[config.mk]
export PLATFORM = sky130hd
export DESIGN_NAME = sd_blk_rx
export DESIGN_NICKNAME = d
export VERILOG_FILES = /design/src/rtl/sd_blk_rx_pkg.sv /design/src/rtl/sd_rx_nac_timer.sv /design/src/rtl/sd_rx_crc16.sv /design/src/rtl/sd_rx_deser.sv /design/src/rtl/sd_blk_rx.sv
export SDC_FILE = /design/constraint.sdc
export NUM_CORES = 1
export LEC_CHECK = 0
export BUFFER_PORTS_ARGS = -buffer_cell sky130_fd_sc_hd__buf_4
export CORE_MARGIN = 2
export CORE_UTILIZATION = 30
export DETAILED_ROUTE_END_ITERATION = 8
export PLACE_DENSITY = 0.47
export SETUP_SLACK_MARGIN = 0.15
export SLEW_MARGIN = 0
export SYNTH_ARGS = -nofsm -noshare
export SYNTH_HDL_FRONTEND = slang
export SYNTH_HIERARCHICAL = 1
export SYNTH_SLANG_ARGS = --single-unit
[constraint.sdc]
create_clock -name clk_i -period 3.96 [get_ports clk_i]
set_input_delay 0.198 -clock clk_i [delete_from_list [all_inputs] [get_ports clk_i]]
set_output_delay 0.198 -clock clk_i [all_outputs]
set_load 0.005 [all_outputs]
[src/rtl/sd_blk_rx_pkg.sv]
package sd_blk_rx_pkg;
  typedef enum logic [2:0] {
    ST_IDLE,
    ST_WAIT,
    ST_DATA,
    ST_CRC,
    ST_END
  } rx_state_e;

  localparam logic [15:0] CRC_POLY = 16'h1021;
  localparam int unsigned CRC_W    = 16;
endpackage

[src/rtl/sd_rx_nac_timer.sv]
module sd_rx_nac_timer #(
  parameter int unsigned NAC_MAX = 256,
  localparam int unsigned CW     = (NAC_MAX > 2) ? $clog2(NAC_MAX) : 1
) (
  input  logic clk_i,
  input  logic rst_ni,
  input  logic clr_i,
  input  logic inc_i,
  output logic expired_o
);
  logic [CW-1:0] cnt_q;

  assign expired_o = (cnt_q == CW'(NAC_MAX - 1));

  always_ff @(posedge clk_i or negedge rst_ni) begin
    if (!rst_ni)       cnt_q <= '0;
    else if (clr_i)    cnt_q <= '0;
    else if (inc_i && !expired_o) cnt_q <= cnt_q + 1'b1;
  end

  p_cnt_bound_r3: assert property (@(posedge clk_i) disable iff (!rst_ni)
    cnt_q <= CW'(NAC_MAX - 1));
  p_clr_zero_r3: assert property (@(posedge clk_i) disable iff (!rst_ni)
    clr_i |=> cnt_q == '0);
endmodule

[src/rtl/sd_rx_crc16.sv]
module sd_rx_crc16
  import sd_blk_rx_pkg::*;
(
  input  logic             clk_i,
  input  logic             rst_ni,
  input  logic             clr_i,
  input  logic             en_i,
  input  logic             bit_i,
  output logic [CRC_W-1:0] crc_o
);
  logic fb;
  assign fb = crc_o[CRC_W-1] ^ bit_i;

  always_ff @(posedge clk_i or negedge rst_ni) begin
    if (!rst_ni)      crc_o <= '0;
    else if (clr_i)   crc_o <= '0;
    else if (en_i)    crc_o <= {crc_o[CRC_W-2:0], 1'b0} ^ (fb ? CRC_POLY : '0);
  end

  p_crc_hold_r5: assert property (@(posedge clk_i) disable iff (!rst_ni)
    (!clr_i && !en_i) |=> $stable(crc_o));
  p_crc_init_r5: assert property (@(posedge clk_i) disable iff (!rst_ni)
    clr_i |=> crc_o == '0);
endmodule

[src/rtl/sd_rx_deser.sv]
module sd_rx_deser #(
  parameter int unsigned LEN_W = 12
) (
  input  logic             clk_i,
  input  logic             rst_ni,
  input  logic             clr_i,
  input  logic             en_i,
  input  logic             bit_i,
  input  logic [LEN_W-1:0] len_i,
  output logic [7:0]       byte_o,
  output logic             byte_vld_o,
  output logic             last_o
);
  logic [6:0]       sh_q;
  logic [2:0]       bit_cnt_q;
  logic [LEN_W-1:0] byte_cnt_q;
  logic             byte_end;

  assign byte_end = en_i && (bit_cnt_q == 3'd7);
  assign last_o   = byte_end && (byte_cnt_q == len_i - 1'b1);

  always_ff @(posedge clk_i or negedge rst_ni) begin
    if (!rst_ni) begin
      sh_q       <= '0;
      bit_cnt_q  <= '0;
      byte_cnt_q <= '0;
      byte_o     <= '0;
      byte_vld_o <= 1'b0;
    end else begin
      byte_vld_o <= 1'b0;
      if (clr_i) begin
        bit_cnt_q  <= '0;
        byte_cnt_q <= '0;
      end else if (en_i) begin
        sh_q      <= {sh_q[5:0], bit_i};
        bit_cnt_q <= bit_cnt_q + 1'b1;
        if (byte_end) begin
          byte_o     <= {sh_q, bit_i};
          byte_vld_o <= 1'b1;
          byte_cnt_q <= byte_cnt_q + 1'b1;
        end
      end
    end
  end

  p_byte_in_range_r4: assert property (@(posedge clk_i) disable iff (!rst_ni)
    en_i |-> byte_cnt_q < len_i);
  p_vld_pulse_r4: assert property (@(posedge clk_i) disable iff (!rst_ni)
    byte_vld_o |=> !byte_vld_o);
endmodule

[src/rtl/sd_blk_rx.sv]
module sd_blk_rx
  import sd_blk_rx_pkg::*;
#(
  parameter int unsigned LEN_W   = 12,
  parameter int unsigned NAC_MAX = 256
) (
  input  logic             clk_i,
  input  logic             rst_ni,
  input  logic             cmd_end_i,
  input  logic [LEN_W-1:0] blk_len_i,
  input  logic             dat_i,
  output logic [7:0]       byte_o,
  output logic             byte_vld_o,
  output logic             blk_done_o,
  output logic             crc_err_o,
  output logic             frame_err_o,
  output logic             timeout_o
);
  localparam int unsigned CCW = $clog2(CRC_W);

  rx_state_e        state_q;
  logic [LEN_W-1:0] len_q;
  logic [CRC_W-1:0] rx_crc_q;
  logic [CRC_W-1:0] crc_calc;
  logic [CCW-1:0]   crc_cnt_q;
  logic             nac_expired;
  logic             data_last;
  logic             in_wait;
  logic             in_data;

  assign in_wait = (state_q == ST_WAIT);
  assign in_data = (state_q == ST_DATA);

  sd_rx_nac_timer #(.NAC_MAX(NAC_MAX)) i_nac (
    .clk_i     (clk_i),
    .rst_ni    (rst_ni),
    .clr_i     (!in_wait),
    .inc_i     (in_wait && dat_i),
    .expired_o (nac_expired)
  );

  sd_rx_crc16 i_crc (
    .clk_i  (clk_i),
    .rst_ni (rst_ni),
    .clr_i  (in_wait),
    .en_i   (in_data),
    .bit_i  (dat_i),
    .crc_o  (crc_calc)
  );

  sd_rx_deser #(.LEN_W(LEN_W)) i_deser (
    .clk_i      (clk_i),
    .rst_ni     (rst_ni),
    .clr_i      (in_wait),
    .en_i       (in_data),
    .bit_i      (dat_i),
    .len_i      (len_q),
    .byte_o     (byte_o),
    .byte_vld_o (byte_vld_o),
    .last_o     (data_last)
  );

  always_ff @(posedge clk_i or negedge rst_ni) begin
    if (!rst_ni) begin
      state_q     <= ST_IDLE;
      len_q       <= '0;
      rx_crc_q    <= '0;
      crc_cnt_q   <= '0;
      blk_done_o  <= 1'b0;
      crc_err_o   <= 1'b0;
      frame_err_o <= 1'b0;
      timeout_o   <= 1'b0;
    end else begin
      blk_done_o  <= 1'b0;
      crc_err_o   <= 1'b0;
      frame_err_o <= 1'b0;
      timeout_o   <= 1'b0;
      unique case (state_q)
        ST_IDLE: if (cmd_end_i) begin
          len_q   <= blk_len_i;
          state_q <= ST_WAIT;
        end
        ST_WAIT: begin
          if (!dat_i) begin
            state_q <= ST_DATA;
          end else if (nac_expired) begin
            timeout_o <= 1'b1;
            state_q   <= ST_IDLE;
          end
        end
        ST_DATA: if (data_last) begin
          crc_cnt_q <= '0;
          state_q   <= ST_CRC;
        end
        ST_CRC: begin
          rx_crc_q  <= {rx_crc_q[CRC_W-2:0], dat_i};
          crc_cnt_q <= crc_cnt_q + 1'b1;
          if (crc_cnt_q == CCW'(CRC_W - 1)) state_q <= ST_END;
        end
        ST_END: begin
          blk_done_o  <= 1'b1;
          crc_err_o   <= (rx_crc_q != crc_calc);
          frame_err_o <= !dat_i;
          state_q     <= ST_IDLE;
        end
        default: state_q <= ST_IDLE;
      endcase
    end
  end

  p_vld_from_data_r4: assert property (@(posedge clk_i) disable iff (!rst_ni)
    byte_vld_o |-> ($past(state_q) == ST_DATA));
  p_crc_frozen_r5: assert property (@(posedge clk_i) disable iff (!rst_ni)
    (state_q == ST_CRC && $past(state_q) == ST_CRC) |-> $stable(crc_calc));
  p_done_after_end_r6: assert property (@(posedge clk_i) disable iff (!rst_ni)
    blk_done_o |-> ($past(state_q) == ST_END));
  p_flags_with_done_r7: assert property (@(posedge clk_i) disable iff (!rst_ni)
    (crc_err_o || frame_err_o) |-> blk_done_o);
  p_done_timeout_excl_r3: assert property (@(posedge clk_i) disable iff (!rst_ni)
    $onehot0({blk_done_o, timeout_o}));
  p_timeout_idle_r3: assert property (@(posedge clk_i) disable iff (!rst_ni)
    timeout_o |-> (state_q == ST_IDLE && $past(state_q) == ST_WAIT));
  p_busy_trig_ignored_r8: assert property (@(posedge clk_i) disable iff (!rst_ni)
    (cmd_end_i && state_q != ST_IDLE && state_q != ST_WAIT) |=> state_q != ST_WAIT);
  p_len_held_r9: assert property (@(posedge clk_i) disable iff (!rst_ni)
    (state_q != ST_IDLE) |=> $stable(len_q));
endmodule

==> impl_metrics.tcl <==
set metrics [dict create \
    status "complete, no violations" \
    hpwl_um 5943 \
    ys_seq_elements 94 \
    grt_remaining_overflow 0 \
    pwr-share-seq_pct 42.2 \
    met1_usage_pct 15.83 \
    maxCapViolCount 0 \
    grt_pass1_vias 2991 \
    wl_per_cell_um 14.44 \
    clock_power_share_pct 27.2 \
    max-vdd-ir-drop_uv 300.5 \
    die_w_um 128.2 \
    clk_pin_slew_ps 70 \
    tightestPinTransition_ps 824.7 \
    power.total_mw 3.683 \
    cts_max_level 3 \
    async_flop_share_pct 100.0 \
    grt.busiest_layer "met2" \
    r2r-start "state_q[2]$_DFFE_PN0P_" \
    cts_tree "yes" \
    clock_skew_ps 9.098 \
    via_per_inst 4.851 \
    finalMaxSlewViolations 0 \
    syn_avg_cell_area_um2 11.87 \
    grt_pass1_wl_um 15190 \
    grt_max_degree 64 \
    grt_util_met2_pct 18.18 \
    wirelength_um 8795 \
    max_freq_mhz 375.8 \
    dominantRegCellSynth "dfrtp_1" \
    dr_total_vias 2954 \
    num_antenna_cells 0 \
    grt_usage_pct 11.72 \
    worstPathRequired_ps 4200 \
    drt_iter0_markers 150 \
    worstPathMaxFanout 8 \
    hold_viol_final 0 \
    ys_types 60 \
    dieArea_um2 16450 \
    netlist.top_cell.by_area "dfrtp_1" \
    antenna_found_initial 0 \
    ys.warnings.count 6 \
    critPathKind "flip-flop to flip-flop" \
    p_leak_nw 2.371 \
    synthCells 390 \
    final_net_count 438 \
    met3_usage_pct 2.629 \
    core_area_um2 15150 \
    clk_latency_ps 350 \
    root_buffer "clkbuf_16" \
    swShare_pct 33.13 \
    p_int_mw 2.463 \
    hold_class "input pin to flip-flop" \
    regToRegSetupSlack_ps 1300 \
    finalSetupTns_ps 0 \
    comb_power_share_pct 30.5 \
    synth.top_cell.area_share_pct 50.80 \
    reg2reg_depth 9 \
    cts_sinks 94 \
    numCtsBuffers 9 \
    drtPass1Iterations 4 \
    crit_path_end_kind "flip-flop" \
    r2r-end "crc_cnt_q[2]$_DFFE_PN0P_" \
    fp-row-count 45 \
    synth_edf_count 0 \
    post_cts_buffers 0 \
    yosysSeqAreaShare_pct 50.80 \
    fin_crit_ps 2661 \
    synth_common_cells "94 x dfrtp_1, 43 x mux2_2, 42 x nor2_1" \
    setup_violations 0 \
    area_delta_synth_final_pct 15.40 \
    syn-num-nets 412 \
    drc 0 \
    whs_path_depth 2 \
    crit_path_start_kind "flip-flop" \
    io_buffers 28 \
    place_congestion 0.7722 \
    layout-drive-gt1-share_pct 24.47 \
    io_pins 29 \
    ys_top_cells_by_area "dfrtp_1 51%, mux2_2 10%, xnor2_1 5.5%" \
    rsz0062_at_grt "false" \
    die_h_um 128.2 \
    initial_core_util_pct 30.57 \
    clk_path_buf_depth 2 \
    netlist_area_um2 4631 \
    whs_endpoint "len_q[3]$_DFFE_PN0P_" \
    p_sw_mw 1.221 \
    slew_headroom_pct 44.79 \
    post-route-period-util_pct 67.19 \
    worst_ep_arrival_time_ps 2900 \
    detail-route-antenna-nets 0 \
    synth.most_common_cell "dfrtp_1" \
    min-delay-start "blk_len_i[3]" \
    powerDensity_nw_per_um2 689.3 \
]
[critical path: stages (launching register included)]
cell	delay, ps
dfrtp_1	470
nand2b_1	210
nor2_2	110
and2_1	270
nand4_1	140
nor4b_1	340
o211ai_1	170
a311oi_2	320
o21ai_0	230
a22o_1	280
[worst max path at each step]
| stage | from | to | cells past startpoint | slack (ps) |
|---|---|---|---|---|
| finish | state_q[2]$_DFFE_PN0P_ | crc_cnt_q[2]$_DFFE_PN0P_ | 9 | 1300 |
| global route | state_q[2]$_DFFE_PN0P_ | crc_cnt_q[3]$_DFFE_PN0P_ | 9 | 960 |
| CTS | state_q[2]$_DFFE_PN0P_ | i_deser/byte_o[6]$_DFFE_PN0P_ | 6 | 1200 |
| detailed placement | state_q[2]$_DFFE_PN0P_ | i_deser/byte_o[6]$_DFFE_PN0P_ | 6 | 1220 |
| global placement | state_q[2]$_DFFE_PN0P_ | crc_cnt_q[2]$_DFFE_PN0P_ | 9 | 1310 |
| floorplan | state_q[2]$_DFFE_PN0P_ | crc_cnt_q[2]$_DFFE_PN0P_ | 10 | 1420 |
[cell type report]
type	count	area, µm²
clock buffer	10	229.0
clock inverter	6	116.4
fill	1485	9802
sequential	94	2352
timing repair buffer	32	242.7
tap	188	235.2
inverter	11	41.29
multi-input combinational	268	2127
[layout by cell type (no fill, tap or decap), types with 5 or more instances in the layout]
cell       netlist  final
dfrtp_1         94     94
mux2_2          43     43
nor2_1          42     41
buf_4            5     31
xnor2_1         29     29
mux2i_1         19     19
nand2_1         14     14
nand4_1         12     12
xor2_1          12     12
inv_1           11     11
nand3_1          9      9
clkbuf_16        0      9
o21ai_0          6      6
ha_1             6      6
nor3_1           5      5
a211oi_1         5      5
[sequential cells by signal, indices dropped and copies added, names as in the netlist]
register	flops
rx_crc_q	16
i_deser/sh_q	7
i_deser/byte_cnt_q	12
i_deser/bit_cnt_q	3
blk_done_o	1
i_nac/cnt_q	8
crc_cnt_q	4
i_crc/crc_o	16
i_deser/byte_vld_o	1
timeout_o	1
i_deser/byte_o	8
crc_err_o	1
frame_err_o	1
state_q	3
len_q	12
[power by group through the flow]
stage                     clock network (mW)  registers, mW  logic [mW]
after floorplan                            0           1.47       0.991
after global placement                     0           1.57        1.13
after detailed placement                   0           1.58        1.14
after CTS                               1.04           1.56        1.15
after global routing                    1.07           1.61        1.26
final                                   1.00           1.55        1.13
[cells by family (layout without fill, tap and decap cells)]
logic type	count (synthesis)	in the layout	share of synthesized area [%]
flip-flops	94	94	50.80
adder cells (fa/ha/maj)	6	6	1.621
buffers and inverters	28	59	3.323
XOR/XNOR	42	42	8.241
AO/OA/AOI/OAI	35	35	5.864
multiplexers	63	63	14.89
AND/OR/NAND/NOR	122	122	15.27
[per-stage QoR]
stage	cells	hold slack (ps)	instance area [µm²]	util, %	worst slack [ps]
4_1_cts	609	67.28	5344	35.28	1196
6_report	609	79.56	5344	35.28	1299
3_3_place_gp	592	350.7	4989	32.94	1314
5_1_grt	609	71.16	5344	35.28	964.6
3_5_place_dp	592	359.3	4989	32.94	1222
2_1_floorplan	390	-97.59	4631	-	1424
[what timing repair did]
action / in CTS / in global routing
endpoints found under the hold margin: 45 / 0
gates resized for setup: 0 / 0
hold buffers: 1 / 0
[per-layer routing]
layer / routed length [µm] / share of wire, %
met1: 4288 / 49
met4: 146 / 1.7
met5: 0 / 0
met3: 243 / 2.8
met2: 4117 / 47
(Power assumes the default switching activity.)
